===== src/rtl/lpm_pkg.sv =====
package lpm_pkg;

  typedef enum logic [2:0] {
    ST_RUN,
    ST_SLP_IRQ,
    ST_SLP_EVT,
    ST_STOP,
    ST_STOP_RCV,
    ST_STBY,
    ST_STBY_RCV
  } lpm_state_e;

  typedef struct packed {
    logic cpu_clk;
    logic dom_clk;
    logic osc;
    logic reg_on;
    logic reg_lp;
    logic stby_rst;
  } lpm_ctl_t;

  typedef struct packed {
    logic irq;
    logic evt;
    logic xline;
    logic stby;
  } lpm_wake_t;

endpackage


===== src/rtl/lpm_wake.sv =====
module lpm_wake
  import lpm_pkg::*;
#(
  parameter int IRQ_W = 4,
  parameter int EXT_W = 4,
  parameter int RTC_W = 5
) (
  input  logic             clk,
  input  logic             rst_n,
  input  logic [IRQ_W-1:0] irq_i,
  input  logic [IRQ_W-1:0] irq_en_i,
  input  logic             evt_i,
  input  logic [EXT_W-1:0] xline_i,
  input  logic             wkpin_i,
  input  logic [RTC_W-1:0] rtc_i,
  input  logic             ext_rst_i,
  input  logic             wdog_rst_i,
  output lpm_wake_t        wake_o
);

  logic             pin_q;
  logic             pin_rise;
  logic [IRQ_W-1:0] irq_live;

  // registered copy of the pin; a rise needs a low sample first
  always_ff @(posedge clk or negedge rst_n) begin
    if (!rst_n) pin_q <= 1'b0;
    else        pin_q <= wkpin_i;
  end

  assign pin_rise = wkpin_i & ~pin_q;

  genvar gi;
  generate
    for (gi = 0; gi < IRQ_W; gi++) begin : g_irq
      assign irq_live[gi] = irq_i[gi] & irq_en_i[gi];
    end
  endgenerate

  always_comb begin
    wake_o.irq   = |irq_live;
    wake_o.evt   = evt_i;
    wake_o.xline = |xline_i;
    wake_o.stby  = pin_rise | (|rtc_i) | ext_rst_i | wdog_rst_i;
  end

endmodule


===== src/rtl/lpm_fsm.sv =====
module lpm_fsm
  import lpm_pkg::*;
(
  input  logic       clk,
  input  logic       rst_n,
  input  logic       wfi_i,
  input  logic       wfe_i,
  input  logic       deep_i,
  input  logic       pdown_i,
  input  logic       lpreg_i,
  input  lpm_wake_t  wake_i,
  output lpm_state_e state_o,
  output logic       lp_q_o
);

  lpm_state_e state_q, state_d;
  logic       lp_q, lp_d;
  logic       strobe;

  assign strobe = wfi_i | wfe_i;

  always_comb begin
    state_d = state_q;
    lp_d    = lp_q;
    unique case (state_q)
      ST_RUN: begin
        if (strobe) begin
          if (!deep_i) begin
            state_d = wfi_i ? ST_SLP_IRQ : ST_SLP_EVT;
          end else if (!pdown_i) begin
            state_d = ST_STOP;
            lp_d    = lpreg_i;
          end else begin
            state_d = ST_STBY;
          end
        end
      end
      ST_SLP_IRQ:  if (wake_i.irq)   state_d = ST_RUN;
      ST_SLP_EVT:  if (wake_i.evt)   state_d = ST_RUN;
      ST_STOP: begin
        if (wake_i.xline) begin
          state_d = ST_STOP_RCV;
          lp_d    = 1'b0;
        end
      end
      ST_STOP_RCV: state_d = ST_RUN;
      ST_STBY:     if (wake_i.stby)  state_d = ST_STBY_RCV;
      ST_STBY_RCV: state_d = ST_RUN;
      default:     state_d = ST_RUN;
    endcase
  end

  always_ff @(posedge clk or negedge rst_n) begin
    if (!rst_n) begin
      state_q <= ST_RUN;
      lp_q    <= 1'b0;
    end else begin
      state_q <= state_d;
      lp_q    <= lp_d;
    end
  end

  assign state_o = state_q;
  assign lp_q_o  = lp_q;

endmodule


===== src/rtl/lpm_out.sv =====
module lpm_out
  import lpm_pkg::*;
(
  input  lpm_state_e state_i,
  input  logic       lp_q_i,
  output lpm_ctl_t   ctl_o
);

  always_comb begin
    ctl_o = '0;
    unique case (state_i)
      ST_RUN:      ctl_o = '{cpu_clk: 1'b1, dom_clk: 1'b1, osc: 1'b1, reg_on: 1'b1, reg_lp: 1'b0, stby_rst: 1'b0};
      ST_SLP_IRQ,
      ST_SLP_EVT:  ctl_o = '{cpu_clk: 1'b0, dom_clk: 1'b1, osc: 1'b1, reg_on: 1'b1, reg_lp: 1'b0, stby_rst: 1'b0};
      ST_STOP:     ctl_o = '{cpu_clk: 1'b0, dom_clk: 1'b0, osc: 1'b0, reg_on: 1'b1, reg_lp: lp_q_i, stby_rst: 1'b0};
      ST_STOP_RCV: ctl_o = '{cpu_clk: 1'b0, dom_clk: 1'b0, osc: 1'b1, reg_on: 1'b1, reg_lp: 1'b0, stby_rst: 1'b0};
      ST_STBY:     ctl_o = '0;
      ST_STBY_RCV: ctl_o = '{cpu_clk: 1'b0, dom_clk: 1'b0, osc: 1'b1, reg_on: 1'b1, reg_lp: 1'b0, stby_rst: 1'b1};
      default:     ctl_o = '0;
    endcase
  end

endmodule


===== src/rtl/lpm_ctrl.sv =====
module lpm_ctrl
  import lpm_pkg::*;
#(
  parameter int IRQ_W = 4,
  parameter int EXT_W = 4,
  parameter int RTC_W = 5
) (
  input  logic             clk,
  input  logic             rst_n,
  input  logic             wfi_i,
  input  logic             wfe_i,
  input  logic             deep_i,
  input  logic             pdown_i,
  input  logic             lpreg_i,
  input  logic [IRQ_W-1:0] irq_i,
  input  logic [IRQ_W-1:0] irq_en_i,
  input  logic             evt_i,
  input  logic [EXT_W-1:0] xline_i,
  input  logic             wkpin_i,
  input  logic [RTC_W-1:0] rtc_i,
  input  logic             ext_rst_i,
  input  logic             wdog_rst_i,
  output logic             cpu_clk_en_o,
  output logic             dom_clk_en_o,
  output logic             osc_en_o,
  output logic             reg_on_o,
  output logic             reg_lp_o,
  output logic             stby_rst_o
);

  lpm_wake_t  wake;
  lpm_state_e state;
  logic       lp_q;
  lpm_ctl_t   ctl;

  lpm_wake #(.IRQ_W(IRQ_W), .EXT_W(EXT_W), .RTC_W(RTC_W)) u_wake (
    .clk        (clk),
    .rst_n      (rst_n),
    .irq_i      (irq_i),
    .irq_en_i   (irq_en_i),
    .evt_i      (evt_i),
    .xline_i    (xline_i),
    .wkpin_i    (wkpin_i),
    .rtc_i      (rtc_i),
    .ext_rst_i  (ext_rst_i),
    .wdog_rst_i (wdog_rst_i),
    .wake_o     (wake)
  );

  lpm_fsm u_fsm (
    .clk     (clk),
    .rst_n   (rst_n),
    .wfi_i   (wfi_i),
    .wfe_i   (wfe_i),
    .deep_i  (deep_i),
    .pdown_i (pdown_i),
    .lpreg_i (lpreg_i),
    .wake_i  (wake),
    .state_o (state),
    .lp_q_o  (lp_q)
  );

  lpm_out u_out (
    .state_i (state),
    .lp_q_i  (lp_q),
    .ctl_o   (ctl)
  );

  assign cpu_clk_en_o = ctl.cpu_clk;
  assign dom_clk_en_o = ctl.dom_clk;
  assign osc_en_o     = ctl.osc;
  assign reg_on_o     = ctl.reg_on;
  assign reg_lp_o     = ctl.reg_lp;
  assign stby_rst_o   = ctl.stby_rst;

endmodule


===== config.mk =====
export PLATFORM = sky130hd
export DESIGN_NAME = lpm_ctrl
export DESIGN_NICKNAME = d
export VERILOG_FILES = /design/src/rtl/lpm_pkg.sv /design/src/rtl/lpm_wake.sv /design/src/rtl/lpm_fsm.sv /design/src/rtl/lpm_out.sv /design/src/rtl/lpm_ctrl.sv
export SDC_FILE = /design/constraint.sdc
export NUM_CORES = 1
export LEC_CHECK = 0
export CAP_MARGIN = 20
export CORE_ASPECT_RATIO = 1.1
export CORE_MARGIN = 2
export CORE_UTILIZATION = 30
export CTS_BUF_LIST = sky130_fd_sc_hd__clkbuf_16
export CTS_CLUSTER_DIAMETER = 150
export DETAILED_ROUTE_END_ITERATION = 12
export PLACE_DENSITY = 0.72
export SLEW_MARGIN = 15
export SYNTH_ARGS = -nofsm -noshare
export SYNTH_HDL_FRONTEND = slang
export SYNTH_HIERARCHICAL = 1
export SYNTH_SLANG_ARGS = --single-unit
export TNS_END_PERCENT = 30

===== constraint.sdc =====
create_clock -name clk -period 2.45 [get_ports clk]
set_clock_uncertainty 0.1 [all_clocks]
set_input_delay 0.49 -clock clk [delete_from_list [all_inputs] [get_ports clk]]
set_output_delay 0.49 -clock clk [all_outputs]
set_load 0.01 [all_outputs]

==> run metrics, run 1 <==
vias in the first global route=550; footprint of the multi-input gates=roughly 300 sq um; DIE AREA=1855 sq um; Clock Tree Buf Depth=2; Worst path slowest cell=clkdlybuf4s50_1; Sequential Power Share=0.208; GRT Residual Overflow=0; Reg area=125.1 sq um; Critical Path Sink Type=output pin; clock latency at the later pin of the worst-skew pair=230 ps; remaining antenna violation count=0; outcome=complete, no violations; Mapped Area=between 400 and 500 sq um; PortBufs=33; clock sinks=5; top cell family by delay on the critical path=buffers and inverters; clock share of power=0.324; initial antenna violation count=0; Post-Syn Instances=54; Vias=551; Metal-1 WL=467 um; Final Cycle Share=0.9015; Num CTS Buffers=3; FP Rows=14; endpoints failing setup=0; post-synth cell types=31; Routed met2 length=676 um; ant diodes=0; switch share=0.3465; CP arrival=1620 ps; PwrDens=932.3 nW/um^2; Max Used Layer=met4; drt first pass iters=4; class of the tightest hold or removal check=primary input to asynchronous set/reset pin; nets=around 120; Met3 Wirelength=130 um; Pleak=about 0.34 nW; WP buf/inv=1; Initial Util=0.3268; Combinational Power Share=0.468; Worst-Margin Slew=~440 ps; cts hold-fix bufs=0; most frequent cells in the layout=clkdlybuf4s50_1 (33), nand2b_1 (5), nand2_1 (5), dfrtp_1 (5), nand3_1 (4); setup TNS=0 ps; post-layout min period=2209 ps; maximum clock rate=between 400 and 500 MHz; most common cell after layout, fill and taps aside=clkdlybuf4s50_1; Detailed Place HPWL=between 900 and 1000 um; GRT Total Usage=0.1616; DR iter-0 viols=6; syn avg cell area=8.480 sq um; first-pass GRT wire length=between 2000 and 2500 um; die span in y=approximately 45 um; fillers=roughly 120; Vias/cell=5.248; Yosys top cell by area=dfrtp_1; DRC errors left=0; TritonCTS clock tree=built; H-Tree Depth=1; placed cell count=101; critical path class=flop to output pin; Max-Cap Viols=0; crit start category=flop; Root Buffer=clkbuf_16; Post-CTS Setup Bufs=0; WP data required=~1900 ps; share of layout cells above drive strength 1=0.1124; Slew Limit Fails=0; num ports=34; Max stage delay on crit path=540 ps; RSZ-0062 raised after global routing=false; CP Max Fanout=14; Worst-path clk slew=approximately 30 ps; Die Span X=41.25 um; final WL=1287 um; # resized after CTS=0; Yosys top cell area share=0.2732; Post-Layout Cell Count=105; Cell Chain, Critical Path=and4b_1, clkdlybuf4s50_1; post-DR wirelength/cell=12.26 um; sequential area share after synthesis=0.2732; maximum VDD drop=0.5013 mV; Fin. Hold Viols=0; Mapped Nets=82; #FFs+latches synth=5; Ys Warns=6; synth top area cells=dfrtp_1 (27%), nand2b_1 (6.8%), nor4_4 (4.6%), nand3_1 (4.4%), nand2_1 (4.1%); Syn-to-layout area delta=90.98%; GPL Wtd Cong=0.7510; Worst slew margin=0.7097; Psw=282.5 uW; largest net degree at the start of global routing=15; Int Power=532.9 uW; post-layout util=0.6241; core footprint=1401 sq um
-- layer usage --
layer,GRT usage,vias to the layer above
met5,0,-
met4,0.07742,0
met3,0.02956,2
met2,0.2969,28
met1,0.1651,247
li1,-,274
-- synth_stat cells, drive strengths merged --
master	number
dfrtp	5
nand2	5
nand2b	5
a21oi	4
buf	4
nand3	4
nor2	3
nor4	3
a22oi	2
a31oi	2
inv	2
nor3	2
a211o	1
a221oi	1
a311oi	1
and3b	1
and4b	1
mux2	1
nor2b	1
nor3b	1
o211ai	1
o21ai	1
o22a	1
o2bb2ai	1
or4	1
-- worst register-to-register path: stages (launching register included) --
cell and delay, ps:
dfrtp_1 430, buf_4 220, nand2b_1 170, o22a_2 250, a21oi_2 160, mux2_1 330
-- state kept, by name, summed over array words and instances, names as in the netlist --
name,flops
u_fsm/state_o,3
u_fsm/lp_q_o,1
u_wake/pin_q,1
-- cell families (layout without fill, tap and decap cells) --
group	after synthesis	in the layout	share of synthesized area
AOI/OAI and AO/OA	15	15	0.2650
buffers and inverters	6	41	0.07649
DFF	5	5	0.2732
muxes	1	1	0.02459
and+or+nand+nor	27	27	0.3607
-- layout make-up --
cell class / instances / share of cell area
inverters: 2 / 0.008584
clock inverters: 1 / 0.004292
multi-input cells: 43 / 0.3405
clock buffers: 3 / 0.08584
flip-flops and latches: 5 / 0.1431
repair buffers: 35 / 0.3948
well taps: 16 / 0.02289
-- stage by stage --
step	area [sq um]	setup WS (ps)	hold WS [ps]	total power [mW]
global placement	795.8	155.2	397.9	0.5389
floorplan	457.9	574.6	94.41	0.3899
detailed placement	795.8	122.4	390.0	0.5412
CTS	874.6	228.2	396.7	0.8150
finish	874.6	241.3	386.5	0.8154
global route	874.6	175.8	400.8	0.8689
-- path summary, 6_finish.rpt --
path / start / endpoint / slack, ps / cells past startpoint
min in group clk: u_fsm/lp_q_o$_DFFE_PN0P_ / u_fsm/lp_q_o$_DFFE_PN0P_ / 420 / 1
worst max register to register: u_fsm/state_o[0]$_DFFE_PN0P_ / u_fsm/state_o[1]$_DFFE_PN0P_ / 670 / 5
worst max-delay path: u_fsm/state_o[2]$_DFFE_PN0P_ / reg_lp_o / 240 / 2
worst min register to register: u_fsm/lp_q_o$_DFFE_PN0P_ / u_fsm/lp_q_o$_DFFE_PN0P_ / 420 / 1
max in group asynchronous: rst_n / u_wake/pin_q$_DFF_PN0_ / 1670 / 1
worst min-delay path: rst_n / u_fsm/state_o[2]$_DFFE_PN0P_ / 390 / 1
-- power by group through the flow --
stage | combinational (mW) | sequential [mW] | clock, mW
2_1_floorplan | 0.240 | 0.150 | 0
3_3_place_gp | 0.375 | 0.164 | 0
3_5_place_dp | 0.374 | 0.167 | 0
4_1_cts | 0.380 | 0.169 | 0.266
5_1_grt | 0.415 | 0.180 | 0.275
6_report | 0.382 | 0.169 | 0.264
Note: power is estimated with default switching activity, not from simulation.
==> run 2, diff against run 1 <==
--- a/config.mk
+++ b/config.mk
@@ -12,6 +12,7 @@
 export CTS_BUF_LIST = sky130_fd_sc_hd__clkbuf_16
 export CTS_CLUSTER_DIAMETER = 150
 export DETAILED_ROUTE_END_ITERATION = 12
+export MAX_ROUTING_LAYER = met4
 export PLACE_DENSITY = 0.72
 export SLEW_MARGIN = 15
 export SYNTH_ARGS = -nofsm -noshare
==> results of run 2 <==
Final layout, timing and power as in run 1 (identical DEF).
Main changes from that run: final weighted congestion in routability-driven placement 0.7510 -> 0.7606; overall routing resource usage 0.1616 -> 0.1662
